--- config.mk ---
export PLATFORM = sky130hd
export DESIGN_NAME = esc_seq_detect
export DESIGN_NICKNAME = d
export VERILOG_FILES = /design/src/rtl/esc_det_pkg.sv /design/src/rtl/esc_idle_timer.sv /design/src/rtl/esc_seq_fsm.sv /design/src/rtl/esc_flag.sv /design/src/rtl/esc_seq_detect.sv
export SDC_FILE = /design/constraint.sdc
export NUM_CORES = 1
export LEC_CHECK = 0
export BUFFER_PORTS_ARGS = -buffer_cell sky130_fd_sc_hd__buf_2
export CAP_MARGIN = 20
export CORE_MARGIN = 1
export CORE_UTILIZATION = 40
export DETAILED_ROUTE_END_ITERATION = 8
export GPL_ROUTABILITY_DRIVEN = 0
export GPL_TIMING_DRIVEN = 0
export PLACE_DENSITY = 0.74
export SYNTH_ARGS = -nofsm -noshare
export SYNTH_HDL_FRONTEND = slang
export SYNTH_SLANG_ARGS = --single-unit
--- constraint.sdc ---
create_clock -name clk -period 3 [get_ports clk]
set_input_delay 0.6 -clock clk [delete_from_list [all_inputs] [get_ports clk]]
set_output_delay 0.6 -clock clk [all_outputs]
set_load 0.02 [all_outputs]
--- src/rtl/esc_det_pkg.sv ---
package esc_det_pkg;

    localparam int unsigned ESC_CHAR_W = 8;
    localparam int unsigned ESC_CNT_W  = 8;
    localparam int unsigned ESC_TIME_W = 16;

    // Power-on settings expected from the surrounding register block
    localparam logic [7:0]  ESC_CHAR_RST  = 8'h2B;
    localparam logic [7:0]  ESC_COUNT_RST = 8'd3;
    localparam logic [15:0] ESC_PRE_RST   = 16'd2305;
    localparam logic [15:0] ESC_POST_RST  = 16'd2305;
    localparam logic [15:0] ESC_GAP_RST   = 16'd11;

    typedef enum logic [1:0] {
        ST_WAIT_PRE  = 2'd0,
        ST_RUN       = 2'd1,
        ST_WAIT_POST = 2'd2
    } esc_state_e;

endpackage

--- src/rtl/esc_idle_timer.sv ---
module esc_idle_timer #(
    parameter int unsigned TIME_W = 16
) (
    input  logic              clk,
    input  logic              rst,
    input  logic              bit_tick,
    input  logic              byte_vld,
    output logic [TIME_W-1:0] idle_cnt
);

    localparam logic [TIME_W-1:0] SAT = '1;

    always_ff @(posedge clk) begin
        if (rst) begin
            idle_cnt <= '0;
        end else if (byte_vld) begin
            idle_cnt <= '0;
        end else if (bit_tick && idle_cnt != SAT) begin
            idle_cnt <= idle_cnt + 1'b1;
        end
    end

    // a byte restarts the idle measurement
    assert_idle_restart_R2: assert property (@(posedge clk) disable iff (rst)
        byte_vld |=> idle_cnt == '0);

    // idle time only moves on a tick
    assert_idle_hold_R2: assert property (@(posedge clk) disable iff (rst)
        (!byte_vld && !bit_tick) |=> $stable(idle_cnt));

endmodule

--- src/rtl/esc_seq_fsm.sv ---
module esc_seq_fsm
    import esc_det_pkg::*;
#(
    parameter int unsigned CHAR_W = 8,
    parameter int unsigned CNT_W  = 8,
    parameter int unsigned TIME_W = 16
) (
    input  logic              clk,
    input  logic              rst,
    input  logic              byte_vld,
    input  logic [CHAR_W-1:0] byte_data,
    input  logic [TIME_W-1:0] idle_cnt,
    input  logic [CHAR_W-1:0] cfg_esc_char,
    input  logic [CNT_W-1:0]  cfg_esc_count,
    input  logic [TIME_W-1:0] cfg_pre_idle,
    input  logic [TIME_W-1:0] cfg_post_idle,
    input  logic [TIME_W-1:0] cfg_max_gap,
    output logic              det_pulse
);

    esc_state_e        state;
    logic [CNT_W-1:0]  run_cnt;
    logic [CNT_W-1:0]  target;
    logic [CNT_W:0]    run_next;
    logic              is_esc;
    logic              in_gap;

    always_comb begin
        target   = (cfg_esc_count == '0) ? CNT_W'(1) : cfg_esc_count;
        run_next = {1'b0, run_cnt} + 1'b1;
        is_esc   = (byte_data == cfg_esc_char);
        in_gap   = (idle_cnt <= cfg_max_gap);
    end

    always_ff @(posedge clk) begin
        if (rst) begin
            state     <= ST_WAIT_PRE;
            run_cnt   <= '0;
            det_pulse <= 1'b0;
        end else begin
            det_pulse <= 1'b0;
            unique case (state)
                ST_WAIT_PRE: begin
                    if (byte_vld && is_esc && idle_cnt >= cfg_pre_idle) begin
                        run_cnt <= CNT_W'(1);
                        state   <= (target == CNT_W'(1)) ? ST_WAIT_POST : ST_RUN;
                    end
                end
                ST_RUN: begin
                    if (byte_vld) begin
                        if (is_esc && in_gap) begin
                            run_cnt <= run_next[CNT_W-1:0];
                            if (run_next >= {1'b0, target}) begin
                                state <= ST_WAIT_POST;
                            end
                        end else begin
                            state <= ST_WAIT_PRE;
                        end
                    end else if (!in_gap) begin
                        state <= ST_WAIT_PRE;
                    end
                end
                ST_WAIT_POST: begin
                    if (byte_vld) begin
                        state <= ST_WAIT_PRE;
                    end else if (idle_cnt >= cfg_post_idle) begin
                        det_pulse <= 1'b1;
                        state     <= ST_WAIT_PRE;
                    end
                end
                default: state <= ST_WAIT_PRE;
            endcase
        end
    end

    // a non-matching byte always returns to the leading-quiet phase
    assert_mismatch_restart_R4: assert property (@(posedge clk) disable iff (rst)
        (byte_vld && byte_data != cfg_esc_char) |=> state == ST_WAIT_PRE);

    // a run whose gap runs out is dropped
    assert_gap_abandon_R3: assert property (@(posedge clk) disable iff (rst)
        (state == ST_RUN && !byte_vld && idle_cnt > cfg_max_gap) |=> state == ST_WAIT_PRE);

    // the detection pulse lasts one cycle
    assert_pulse_single_R5: assert property (@(posedge clk) disable iff (rst)
        det_pulse |=> !det_pulse);

    // a byte in the trailing window suppresses the pulse
    assert_post_cancel_R6: assert property (@(posedge clk) disable iff (rst)
        (state == ST_WAIT_POST && byte_vld) |=> (!det_pulse && state == ST_WAIT_PRE));

endmodule

--- src/rtl/esc_flag.sv ---
module esc_flag (
    input  logic clk,
    input  logic rst,
    input  logic det_pulse,
    input  logic flag_clr,
    output logic det_flag
);

    always_ff @(posedge clk) begin
        if (rst) begin
            det_flag <= 1'b0;
        end else if (det_pulse) begin
            det_flag <= 1'b1;
        end else if (flag_clr) begin
            det_flag <= 1'b0;
        end
    end

    assert_flag_set_R8: assert property (@(posedge clk) disable iff (rst)
        det_pulse |=> det_flag);

    assert_flag_hold_R8: assert property (@(posedge clk) disable iff (rst)
        (det_flag && !flag_clr) |=> det_flag);

    assert_flag_clear_R8: assert property (@(posedge clk) disable iff (rst)
        (flag_clr && !det_pulse) |=> !det_flag);

endmodule

--- src/rtl/esc_seq_detect.sv ---
module esc_seq_detect
    import esc_det_pkg::*;
#(
    parameter int unsigned CHAR_W = ESC_CHAR_W,
    parameter int unsigned CNT_W  = ESC_CNT_W,
    parameter int unsigned TIME_W = ESC_TIME_W
) (
    input  logic              clk,
    input  logic              rst,
    input  logic              bit_tick,
    input  logic              byte_vld,
    input  logic [CHAR_W-1:0] byte_data,
    input  logic [CHAR_W-1:0] cfg_esc_char,
    input  logic [CNT_W-1:0]  cfg_esc_count,
    input  logic [TIME_W-1:0] cfg_pre_idle,
    input  logic [TIME_W-1:0] cfg_post_idle,
    input  logic [TIME_W-1:0] cfg_max_gap,
    input  logic              flag_clr,
    output logic              det_pulse,
    output logic              det_flag
);

    logic [TIME_W-1:0] idle_cnt;

    esc_idle_timer #(.TIME_W(TIME_W)) u_timer (
        .clk      (clk),
        .rst      (rst),
        .bit_tick (bit_tick),
        .byte_vld (byte_vld),
        .idle_cnt (idle_cnt)
    );

    esc_seq_fsm #(.CHAR_W(CHAR_W), .CNT_W(CNT_W), .TIME_W(TIME_W)) u_fsm (
        .clk           (clk),
        .rst           (rst),
        .byte_vld      (byte_vld),
        .byte_data     (byte_data),
        .idle_cnt      (idle_cnt),
        .cfg_esc_char  (cfg_esc_char),
        .cfg_esc_count (cfg_esc_count),
        .cfg_pre_idle  (cfg_pre_idle),
        .cfg_post_idle (cfg_post_idle),
        .cfg_max_gap   (cfg_max_gap),
        .det_pulse     (det_pulse)
    );

    esc_flag u_flag (
        .clk       (clk),
        .rst       (rst),
        .det_pulse (det_pulse),
        .flag_clr  (flag_clr),
        .det_flag  (det_flag)
    );

endmodule

==> summary.txt, run 1 <==
Commonest cells post-synth: ha_1 (58), inv_1 (58), nor2_1 (32)
Vias in the first global route: 2660
Required time of the critical path: 3190 ps
Max cap viols: 0
WS Path Type: in2reg
DP Worst Slack: 49.50 ps
Main synth FF type: dfxtp_1
RSZ-0062 raised after global routing: false
Worst Hold Class: reg2reg
Post-synth EDFFs: 0
Status: finished, final reports clean
Setup crit start kind: input port
Crit-path cells: buf_2 -> inv_1 -> ha_1 -> nand4_1 -> nor4_1 -> a21boi_1 -> o31a_1 -> nor2_1 -> and3_1 -> mux2_4
1st-pass router iterations: 4
Die width: 87.48 um
Synth Instances: 368
Detailed placement HPWL: 5563 um
Post-cts resize count: 0
Min Tclk post-route: 2705 ps
Via density per instance: 5.044
I/O Buffers: 78
Root buffer cell: clkbuf_8
Gr usage total: 18.77%
First-pass GRT wire length: 11480 um
Net Count, Synth: 503
Post-synthesis sequential element count: 28
Fraction of registers with async set/reset: 0%
Synth Cell Area: 2923 um2
Peak VDD IR: 0.0002112 V
Multi-input logic area: 2130 um2
TNS Setup: 0 ps
Die H: 87.48 um
# rows: 30
CTS tree: done
Leak: 1.902 nW
Register area share after synthesis: 19.18%
Period utilisation layout: 90.18%
Layout cells sized above 1: 19.78%
Worst Setup SP: cfg_max_gap[15]
First-iteration detailed-routing DRC count: 124
Nets@finish: 586
Post-layout util: 50.47%
Sequential cell area: 560.5 um2
Global route overflow: 0
Worst stage delay on the critical path: 470 ps
Routed WL per cell: 12.25 um
Critical Path AT: 2890 ps
DIE AREA: 7653 um2
Headroom to the max-slew limit: 54.75%
Pins Over Slew Limit: 0
Fmax: 369.6 MHz
Slew of the pin with the lowest slew margin: 669.3 ps
Slack of the critical path: 294.6 ps
Fin. Hold Viols: 0
Crit-path max FO: 6
Cell taking the most area after synthesis: ha_1
DRT antenna net count: 0
# hold bufs at CTS: 0
H-Tree Depth: 1
Worst R2R Start: u_timer.idle_cnt[13]$_SDFFE_PP0P_
Area Growth Syn to Fin: 19.91%
# IOs: 79
Critical path endpoint category: flip-flop
Clock buffer depth: 2
Min-Delay Startpoint: u_fsm.det_pulse$_SDFF_PP0_
CORE AREA: 6944 um2
Final setup fails: 0
Post-CTS Setup Bufs: 0
Starting Density: 42.09%
Largest net degree at the start of global routing: 17
Post-synth top area share: 24.83%
Syn. warnings: 0
Vias: 2754
Fill count: 687
Synth area leaders: ha_1 (25%), dfxtp_1 (19%), inv_1 (7.4%)
Synth Area per Inst: 7.942 um2
Final Total Pwr: 826.0 uW
N_diodes: 0
Fin Clk Skew: 13.34 ps
PD cells: 235.7 nW/um2
Post-Route WL: 6688 um
CTS Buf Count: 3
CP max-delay cell: nor4_1
Synth cell types: 46
Clock sink total: 28
Worst-path clk slew: 100 ps
Initial antenna violation count: 0
Worst-skew pair later-pin latency: 290 ps
Residual DRC: 0
-- kinds of logic (layout without fill, tap and decap cells) --
logic type               count (synthesis)  after routing  synth area share [%]
AND/OR/NAND/NOR                        122            122                 22.60
AO/OA/AOI/OAI                           66             66                 15.15
buffers and inverters                   62            144                 7.962
adder cells (fa/ha/maj)                 58             58                 24.83
XOR/XNOR                                28             28                 8.391
flip-flops                              28             28                 19.18
multiplexers                             4              4                 1.883
-- power breakdown --
group	leakage [nW]	switching, mW	internal (mW)
combinational	1.64	0.0743	0.0758
sequential	0.226	0.00131	0.372
clock	0.0357	0.123	0.179
-- layer usage --
| metal | share of wire, % | track usage (%) | wire length, um | vias up |
|---|---|---|---|---|
| li1 | - | - | - | 1440 |
| met5 | 0 | 0 | 0 | - |
| met4 | 1.3 | 4.322 | 84 | 0 |
| met1 | 49 | 24.50 | 3265 | 1237 |
| met3 | 4.4 | 2.559 | 294 | 9 |
| met2 | 45 | 32.60 | 3043 | 68 |
-- registers in the layout, summed over array words and instances (netlist names) --
name and count:
u_timer.idle_cnt 16, u_fsm.run_cnt 8, u_fsm.state 2, u_flag.det_flag 1, u_fsm.det_pulse 1
-- critical path, delay by kind of cell --
kind                     cells  cell delay [ps]
AND/OR/NAND/NOR              4             1000
multiplexers                 1              260
AO/OA/AOI/OAI                2              610
adder cells (fa/ha/maj)      1              310
buffers and inverters        2              120
-- cell type report --
type / instances / area share, %
multi-input combinational: 278 / 60.76
clock inverter: 1 / 0.8568
sequential: 28 / 15.99
inverter: 58 / 6.212
tap: 96 / 3.427
timing repair buffer: 78 / 11.14
buffer: 4 / 0.4284
clock buffer: 3 / 1.178
-- per-stage QoR --
step / instances / area (um2) / hold WS [ps]
2_1_floorplan: 368 / 2923 / 459.5
3_3_place_gp: 542 / 3433 / 451.6
4_1_cts: 546 / 3505 / 483.9
3_5_place_dp: 542 / 3433 / 457.7
5_1_grt: 546 / 3505 / 501.2
6_report: 546 / 3505 / 478.9
-- placed cells by master (no fill, tap or decap), types with 2 or more instances in the layout --
master,netlist,layout
nor2b_1,5,5
xnor2_1,9,9
nor3_1,6,6
o21ai_0,4,4
a21oi_1,20,20
nand4_1,13,13
buf_2,0,78
o211ai_1,3,3
dfxtp_1,28,28
nand3_1,14,14
a211oi_1,3,3
xor2_1,19,19
nor4_1,5,5
nand2_1,18,18
nor2_1,32,32
and3_1,8,8
clkbuf_8,0,3
a21o_1,9,9
mux2_4,3,3
nand2b_1,8,8
ha_1,58,58
nor3b_1,2,2
inv_1,58,58
o31a_1,2,2
o21a_1,2,2
nor4b_1,2,2
and4_1,2,2
or3_1,2,2
o21ai_1,11,11
clkbuf_1,4,4
-- path summary, 6_finish.rpt --
| check | cells after the start | to | slack [ps] |
|---|---|---|---|
| min reg2reg | 2 | u_flag.det_flag$_SDFFE_PP0P_ | 480 |
| max reg2reg | 8 | u_fsm.run_cnt[2]$_SDFFE_PP0P_ | 300 |
| max | 10 | u_fsm.run_cnt[2]$_SDFFE_PP0P_ | 290 |
| min | 2 | u_flag.det_flag$_SDFFE_PP0P_ | 480 |
Note: power is estimated with default switching activity, not from simulation.
==> inputs of run 2 (changes only) <==
--- a/config.mk
+++ b/config.mk
@@ -7,7 +7,7 @@
 export LEC_CHECK = 0
 export BUFFER_PORTS_ARGS = -buffer_cell sky130_fd_sc_hd__buf_2
 export CAP_MARGIN = 20
-export CORE_MARGIN = 1
+export CORE_MARGIN = 8
 export CORE_UTILIZATION = 40
 export DETAILED_ROUTE_END_ITERATION = 8
 export GPL_ROUTABILITY_DRIVEN = 0
==> summary.txt, run 2 (synthesized netlist as in run 1, its figures left out) <==
Root buffer cell: clkbuf_8 (unchanged)
Hold path cells: 2 (unchanged)
Fin. Hold Viols: 0 (unchanged)
DRT antenna net count: 0 (unchanged)
# rows: 31 (was 30)
CTS Buf Count: 3 (unchanged)
Switch share: 26.43% (was 24.07%)
Crit-path max FO: 6 (unchanged)
Area Growth Syn to Fin: 19.01% (was 19.91%)
Die H: 101.5 um (was 87.48 um)
WS Path Type: in2reg (unchanged)
Fmax: 372.5 MHz (was 369.6 MHz)
Post-Route WL: 7247 um (was 6688 um)
Detailed placement HPWL: 6157 um (was 5563 um)
Leak: 1.888 nW (was 1.902 nW)
First-iteration detailed-routing DRC count: 129 (was 124)
Period utilisation layout: 89.49% (was 90.18%)
Commonest non-fill, non-tap cell in the layout: buf_2 (unchanged)
Global route overflow: 0 (unchanged)
N_diodes: 0 (unchanged)
Reg with most FFs: u_timer.idle_cnt (unchanged)
Worst-path clk slew: 90 ps (was 100 ps)
Peak VDD IR: 0.0001640 V (was 0.0002112 V)
Slew of the pin with the lowest slew margin: 644.2 ps (was 669.3 ps)
Crit-path cells: buf_2 -> inv_1 -> ha_1 -> nand4_1 -> nor4_1 -> a21boi_1 -> o31a_1 -> nor2_1 -> and3_1 -> mux2_4 (unchanged)
First-pass GRT wire length: 12600 um (was 11480 um)
Min Tclk post-route: 2685 ps (was 2705 ps)
I/O Buffers: 78 (unchanged)
Die width: 101.5 um (was 87.48 um)
Starting Density: 40.73% (was 42.09%)
Post-cts resize count: 0 (unchanged)
GR Layer Usage met1: 17.76% (was 24.50%)
Sequential Power Share: 51.0% (was 45.2%)
Internal power: 538.6 uW (was 627.1 uW)
Worst-skew pair later-pin latency: 270 ps (was 290 ps)
Final setup fails: 0 (unchanged)
Clock buffer depth: 2 (unchanged)
Worst stage delay on the critical path: 490 ps (was 470 ps)
Post-layout util: 48.47% (was 50.47%)
CP max-delay cell: nor4_1 (unchanged)
Vias in the first global route: 2946 (was 2660)
Comb power frac: 20.6% (was 18.2%)
Via density per instance: 5.078 (was 5.044)
Pins Over Slew Limit: 0 (unchanged)
1st-pass router iterations: 4 (unchanged)
PD cells: 210.5 nW/um2 (was 235.7 nW/um2)
Fill count: 707 (was 687)
Final cell count without fillers: 548 (was 546)
Max cap viols: 0 (unchanged)
Layout cells sized above 1: 19.60% (was 19.78%)
# hold bufs at CTS: 0 (unchanged)
WP buf/inv: 2 (unchanged)
Clock sink total: 28 (unchanged)
Routed WL per cell: 13.22 um (was 12.25 um)
Hold_ws: 486.3 ps (was 478.9 ps)
GR Util met2: 26.37% (was 32.60%)
Worst R2R Start: u_timer.idle_cnt[13]$_SDFFE_PP0P_ (unchanged)
Reg-to-reg endpoint: u_fsm.run_cnt[2]$_SDFFE_PP0P_ (unchanged)
Total net switching power: 193.5 uW (was 198.9 uW)
Vias: 2783 (was 2754)
Status: finished, final reports clean (unchanged)
DIE AREA: 10300 um2 (was 7653 um2)
Reg2Reg Depth: 8 (unchanged)
Placed cells: 545 (was 542)
M3 GR Usage: 2.887% (was 2.559%)
TNS Setup: 0 ps (unchanged)
Gr usage total: 14.98% (was 18.77%)
Clock power share: 28.4% (was 36.6%)
Critical path endpoint category: flip-flop (unchanged)
Leading cell types in the layout, fill and taps excluded: buf_2 (78), inv_1 (58), ha_1 (58) (unchanged)
Top Registers: u_timer.idle_cnt x16, u_fsm.run_cnt x8, u_fsm.state x2 (unchanged)
Largest net degree at the start of global routing: 15 (was 17)
Max reg flops: 16 (unchanged)
Critical Path AT: 2860 ps (was 2890 ps)
Post-CTS Setup Bufs: 0 (unchanged)
CTS tree: done (unchanged)
RSZ-0062 raised after global routing: false (unchanged)
CP delay by family, top: simple AND/OR/NAND/NOR gates (unchanged)
Residual DRC: 0 (unchanged)
CORE AREA: 7176 um2 (was 6944 um2)
Worst Hold Class: reg2reg (unchanged)
Setup crit start kind: input port (unchanged)
Most used routing layer: met2 (unchanged)
Fin Clk Skew: 1.676 ps (was 13.34 ps)
Headroom to the max-slew limit: 56.45% (was 54.75%)
Initial antenna violation count: 0 (unchanged)
H-Tree Depth: 1 (unchanged)
Nets@finish: 586 (unchanged)
Min-Delay Startpoint: u_fsm.det_pulse$_SDFF_PP0_ (unchanged)
R2r setup slk: 320 ps (was 300 ps)
Multi-input logic area: 2130 um2 (unchanged)
Hold EP: u_flag.det_flag$_SDFFE_PP0P_ (unchanged)
# IOs: 79 (unchanged)
Required time of the critical path: 3170 ps (was 3190 ps)
Sequential cell area: 560.5 um2 (unchanged)
[run 2: worst max-delay path by stage]
stage          cells after the start                         startpoint                            end  slack [ps]
6_report                          10                    cfg_max_gap[15]  u_fsm.run_cnt[2]$_SDFFE_PP0P_         320
5_1_grt                            8  u_timer.idle_cnt[15]$_SDFFE_PP0P_  u_fsm.run_cnt[2]$_SDFFE_PP0P_         140
4_1_cts                            8  u_timer.idle_cnt[13]$_SDFFE_PP0P_  u_fsm.run_cnt[2]$_SDFFE_PP0P_         360
3_5_place_dp                      10                    cfg_max_gap[15]  u_fsm.run_cnt[2]$_SDFFE_PP0P_          80
3_3_place_gp                      10                    cfg_max_gap[15]  u_fsm.run_cnt[2]$_SDFFE_PP0P_         100
2_1_floorplan                      9                    cfg_max_gap[15]  u_fsm.run_cnt[2]$_SDFFE_PP0P_         540
[run 2: final cells by class]
| cell class | instances | share of cell area [%] |
|---|---|---|
| Multi-Input combinational cell | 278 | 61.22 |
| Sequential cell | 28 | 16.12 |
| Timing Repair Buffer | 78 | 11.22 |
| Inverter | 58 | 6.259 |
| Tap cell | 99 | 3.561 |
| Clock buffer | 3 | 1.187 |
| Buffer | 4 | 0.4317 |
[run 2: stage by stage]
step           area (um2)  total power [mW]  worst slack, ps
2_1_floorplan        2923            0.4614            541.1
3_3_place_gp         3437            0.5268            101.9
3_5_place_dp         3437            0.5333            79.31
4_1_cts              3478            0.7342            364.5
5_1_grt              3478            0.7706            144.7
6_report             3478            0.7321            315.2
[run 2: routing by layer]
| layer | vias up | share of wire (%) |
|---|---|---|
| met5 | - | 0 |
| met4 | 0 | 1.5 |
| met3 | 9 | 4.8 |
| met2 | 59 | 48 |
| met1 | 1274 | 46 |
| li1 | 1441 | - |
[run 2: power by group through the flow]
stage                     clock network, mW  logic, mW  registers (mW)
after global routing                  0.224      0.173           0.374
after floorplan                           0     0.0795           0.382
final                                 0.208      0.151           0.374
after global placement                    0      0.145           0.382
after detailed placement                  0      0.151           0.382
after CTS                             0.208      0.152           0.374
[run 2: worst min-delay path: stages (launching register included)]
cell and delay [ps]:
dfxtp_1 340, a21oi_1 50, nor2_1 70
==> inputs of run 3 (changes only) <==
--- a/config.mk
+++ b/config.mk
@@ -13,6 +13,7 @@
 export GPL_ROUTABILITY_DRIVEN = 0
 export GPL_TIMING_DRIVEN = 0
 export PLACE_DENSITY = 0.74
+export RECOVER_POWER = 100
 export SYNTH_ARGS = -nofsm -noshare
 export SYNTH_HDL_FRONTEND = slang
 export SYNTH_SLANG_ARGS = --single-unit
==> summary.txt, run 3 (synthesized netlist as in run 1, its figures left out) <==
Reg with most FFs: u_timer.idle_cnt (unchanged)
Crit-path max FO: 10 (was 6)
Leading cell types in the layout, fill and taps excluded: buf_2 (75), inv_1 (58), ha_1 (58) (was buf_2 (78), inv_1 (58), ha_1 (58))
Min-Delay Startpoint: u_fsm.det_pulse$_SDFF_PP0_ (unchanged)
Crit-path cells: ha_1 -> nand4_1 -> nor4_1 -> nand4_1 -> o31a_1 -> o22ai_2 -> o21ai_0 -> mux2_4 (was buf_2 -> inv_1 -> ha_1 -> nand4_1 -> nor4_1 -> a21boi_1 -> o31a_1 -> nor2_1 -> and3_1 -> mux2_4)
Post-cts resize count: 0 (unchanged)
Fmax: 375.7 MHz (was 372.5 MHz)
Period utilisation layout: 88.72% (was 89.49%)
Area Growth Syn to Fin: 18.49% (was 19.01%)
Root buffer cell: clkbuf_8 (unchanged)
Global route overflow: 0 (unchanged)
Critical Path AT: 2830 ps (was 2860 ps)
# IOs: 79 (unchanged)
Initial antenna violation count: 0 (unchanged)
Pins Over Slew Limit: 0 (unchanged)
Fill count: 708 (was 707)
Commonest non-fill, non-tap cell in the layout: buf_2 (unchanged)
CP max-delay cell: nor4_1 (unchanged)
Required time of the critical path: 3170 ps (about the same)
Peak VDD IR: 0.0001637 V (was 0.0001640 V)
Critical path endpoint category: flip-flop (unchanged)
Via density per instance: 5.089 (was 5.078)
Post-layout util: 48.27% (was 48.47%)
Worst-skew pair later-pin latency: 270 ps (about the same)
Worst-path clk slew: 90 ps (about the same)
M1 wire length: 3377 um (was 3316 um)
First-iteration detailed-routing DRC count: 158 (was 129)
CTS Buf Count: 3 (unchanged)
Metal3 WL: 325 um (was 349 um)
DRT antenna net count: 0 (unchanged)
Post-Route WL: 7254 um (was 7247 um)
Leak: 1.875 nW (was 1.888 nW)
Hold path cells: 2 (unchanged)
Headroom to the max-slew limit: 56.50% (was 56.45%)
Final cell count without fillers: 548 (unchanged)
Reg2Reg Depth: 8 (unchanged)
Slew of the pin with the lowest slew margin: 643.5 ps (was 644.2 ps)
Crit-path most repeated cell: nand4_1
H-Tree Depth: 1 (unchanged)
Die width: 101.5 um (unchanged)
WS Path Type: reg2reg (was in2reg)
Fin. Hold Viols: 0 (unchanged)
Residual DRC: 0 (unchanged)
WP buf/inv: 0 (was 2)
Hold EP: u_flag.det_flag$_SDFFE_PP0P_ (unchanged)
# rows: 31 (unchanged)
Largest net degree at the start of global routing: 15 (unchanged)
CORE AREA: 7176 um2 (unchanged)
1st-pass router iterations: 4 (unchanged)
Gr usage total: 14.98% (unchanged)
Top Registers: u_timer.idle_cnt x16, u_fsm.run_cnt x8, u_fsm.state x2 (unchanged)
Die H: 101.5 um (unchanged)
Reg-to-reg endpoint: u_fsm.run_cnt[6]$_SDFFE_PP0P_ (was u_fsm.run_cnt[2]$_SDFFE_PP0P_)
Setup crit start kind: flip-flop (was input port)
Starting Density: 40.73% (unchanged)
Placed cells: 545 (unchanged)
PD cells: 211.2 nW/um2 (was 210.5 nW/um2)
Layout cells sized above 1: 18.71% (was 19.60%)
# hold bufs at CTS: 0 (unchanged)
Fin Clk Skew: 1.880 ps (was 1.676 ps)
Met2 routed WL: 3443 um (was 3473 um)
N_diodes: 0 (unchanged)
Vias: 2789 (was 2783)
Worst R2R Start: u_timer.idle_cnt[13]$_SDFFE_PP0P_ (unchanged)
Status: finished, final reports clean (unchanged)
Clock sink total: 28 (unchanged)
CTS tree: done (unchanged)
Final setup fails: 0 (unchanged)
Max cap viols: 0 (unchanged)
Min Tclk post-route: 2661 ps (was 2685 ps)
Top sig layer: met4 (unchanged)
R2r setup slk: 340 ps (was 320 ps)
I/O Buffers: 78 (unchanged)
Post-CTS Setup Bufs: 0 (unchanged)
CP delay by family, top: simple AND/OR/NAND/NOR gates (unchanged)
Detailed placement HPWL: 6157 um (unchanged)
Nets@finish: 586 (unchanged)
Routed WL per cell: 13.24 um (was 13.22 um)
Clock buffer depth: 2 (unchanged)
First-pass GRT wire length: 12600 um (unchanged)
Worst stage delay on the critical path: 440 ps (was 490 ps)
Worst Hold Class: reg2reg (unchanged)
DIE AREA: 10300 um2 (unchanged)
RSZ-0062 raised after global routing: false (unchanged)
TNS Setup: 0 ps (unchanged)
Vias in the first global route: 2946 (unchanged)
Max reg flops: 16 (unchanged)
==> run 3: cell types whose count changed in the layout (fill, tap and decap cells not counted), sizes merged <==
cell and delta:
buf -3, clkbuf +3
==> run 3: report_power, final <==
part / internal, mW / total, mW / switching (mW)
registers: 0.372 / 0.374 / 0.00131
clock network: 0.0904 / 0.208 / 0.118
logic: 0.0755 / 0.150 / 0.0744
total: 0.538 / 0.731 / 0.193
==> run 3: how the worst max path moves through the flow <==
stage                                       from                            end  slack [ps]  cells after the start
5_1_grt        u_timer.idle_cnt[15]$_SDFFE_PP0P_  u_fsm.run_cnt[2]$_SDFFE_PP0P_         110                      8
3_5_place_dp                     cfg_max_gap[15]  u_fsm.run_cnt[2]$_SDFFE_PP0P_          80                     10
4_1_cts        u_timer.idle_cnt[13]$_SDFFE_PP0P_  u_fsm.run_cnt[2]$_SDFFE_PP0P_         360                      8
3_3_place_gp                     cfg_max_gap[15]  u_fsm.run_cnt[2]$_SDFFE_PP0P_         100                     10
6_report       u_timer.idle_cnt[13]$_SDFFE_PP0P_  u_fsm.run_cnt[6]$_SDFFE_PP0P_         340                      8
2_1_floorplan                    cfg_max_gap[15]  u_fsm.run_cnt[2]$_SDFFE_PP0P_         540                      9
==> run 3: metrics by stage <==
stage,hold WS [ps],cell area [um2],power [mW],worst slack (ps)
final,491.5,3463,0.7315,338.5
after global routing,552.9,3463,0.7699,105.7
after CTS,487.9,3478,0.7342,364.5
after detailed placement,464.4,3437,0.5333,79.31
after global placement,450.3,3437,0.5268,101.9
after floorplan,459.5,2923,0.4614,541.1
==> run 3: area by class of cell <==
type | instances | area [um2] | area share (%)
inverter | 58 | 217.7 | 6.286
tap | 99 | 123.9 | 3.577
multi-input combinational | 278 | 2118 | 61.16
buffer | 4 | 15.01 | 0.4335
timing repair buffer | 78 | 386.6 | 11.16
sequential | 28 | 560.5 | 16.18
clock buffer | 3 | 41.29 | 1.192
==> run 3: per-layer routing <==
metal | GRT usage (%) | vias to the layer above
li1 | - | 1443
met5 | 0 | -
met2 | 26.37 | 61
met1 | 17.76 | 1276
met4 | 4.811 | 0
met3 | 2.887 | 9
==> run 3: worst reg2reg max path, stage by stage, from the launching register on <==
cell	delay, ps
dfxtp_1	410
ha_1	340
nand4_1	170
nor4_1	440
nand4_1	160
o31a_1	210
o22ai_2	400
o21ai_0	140
mux2_4	280
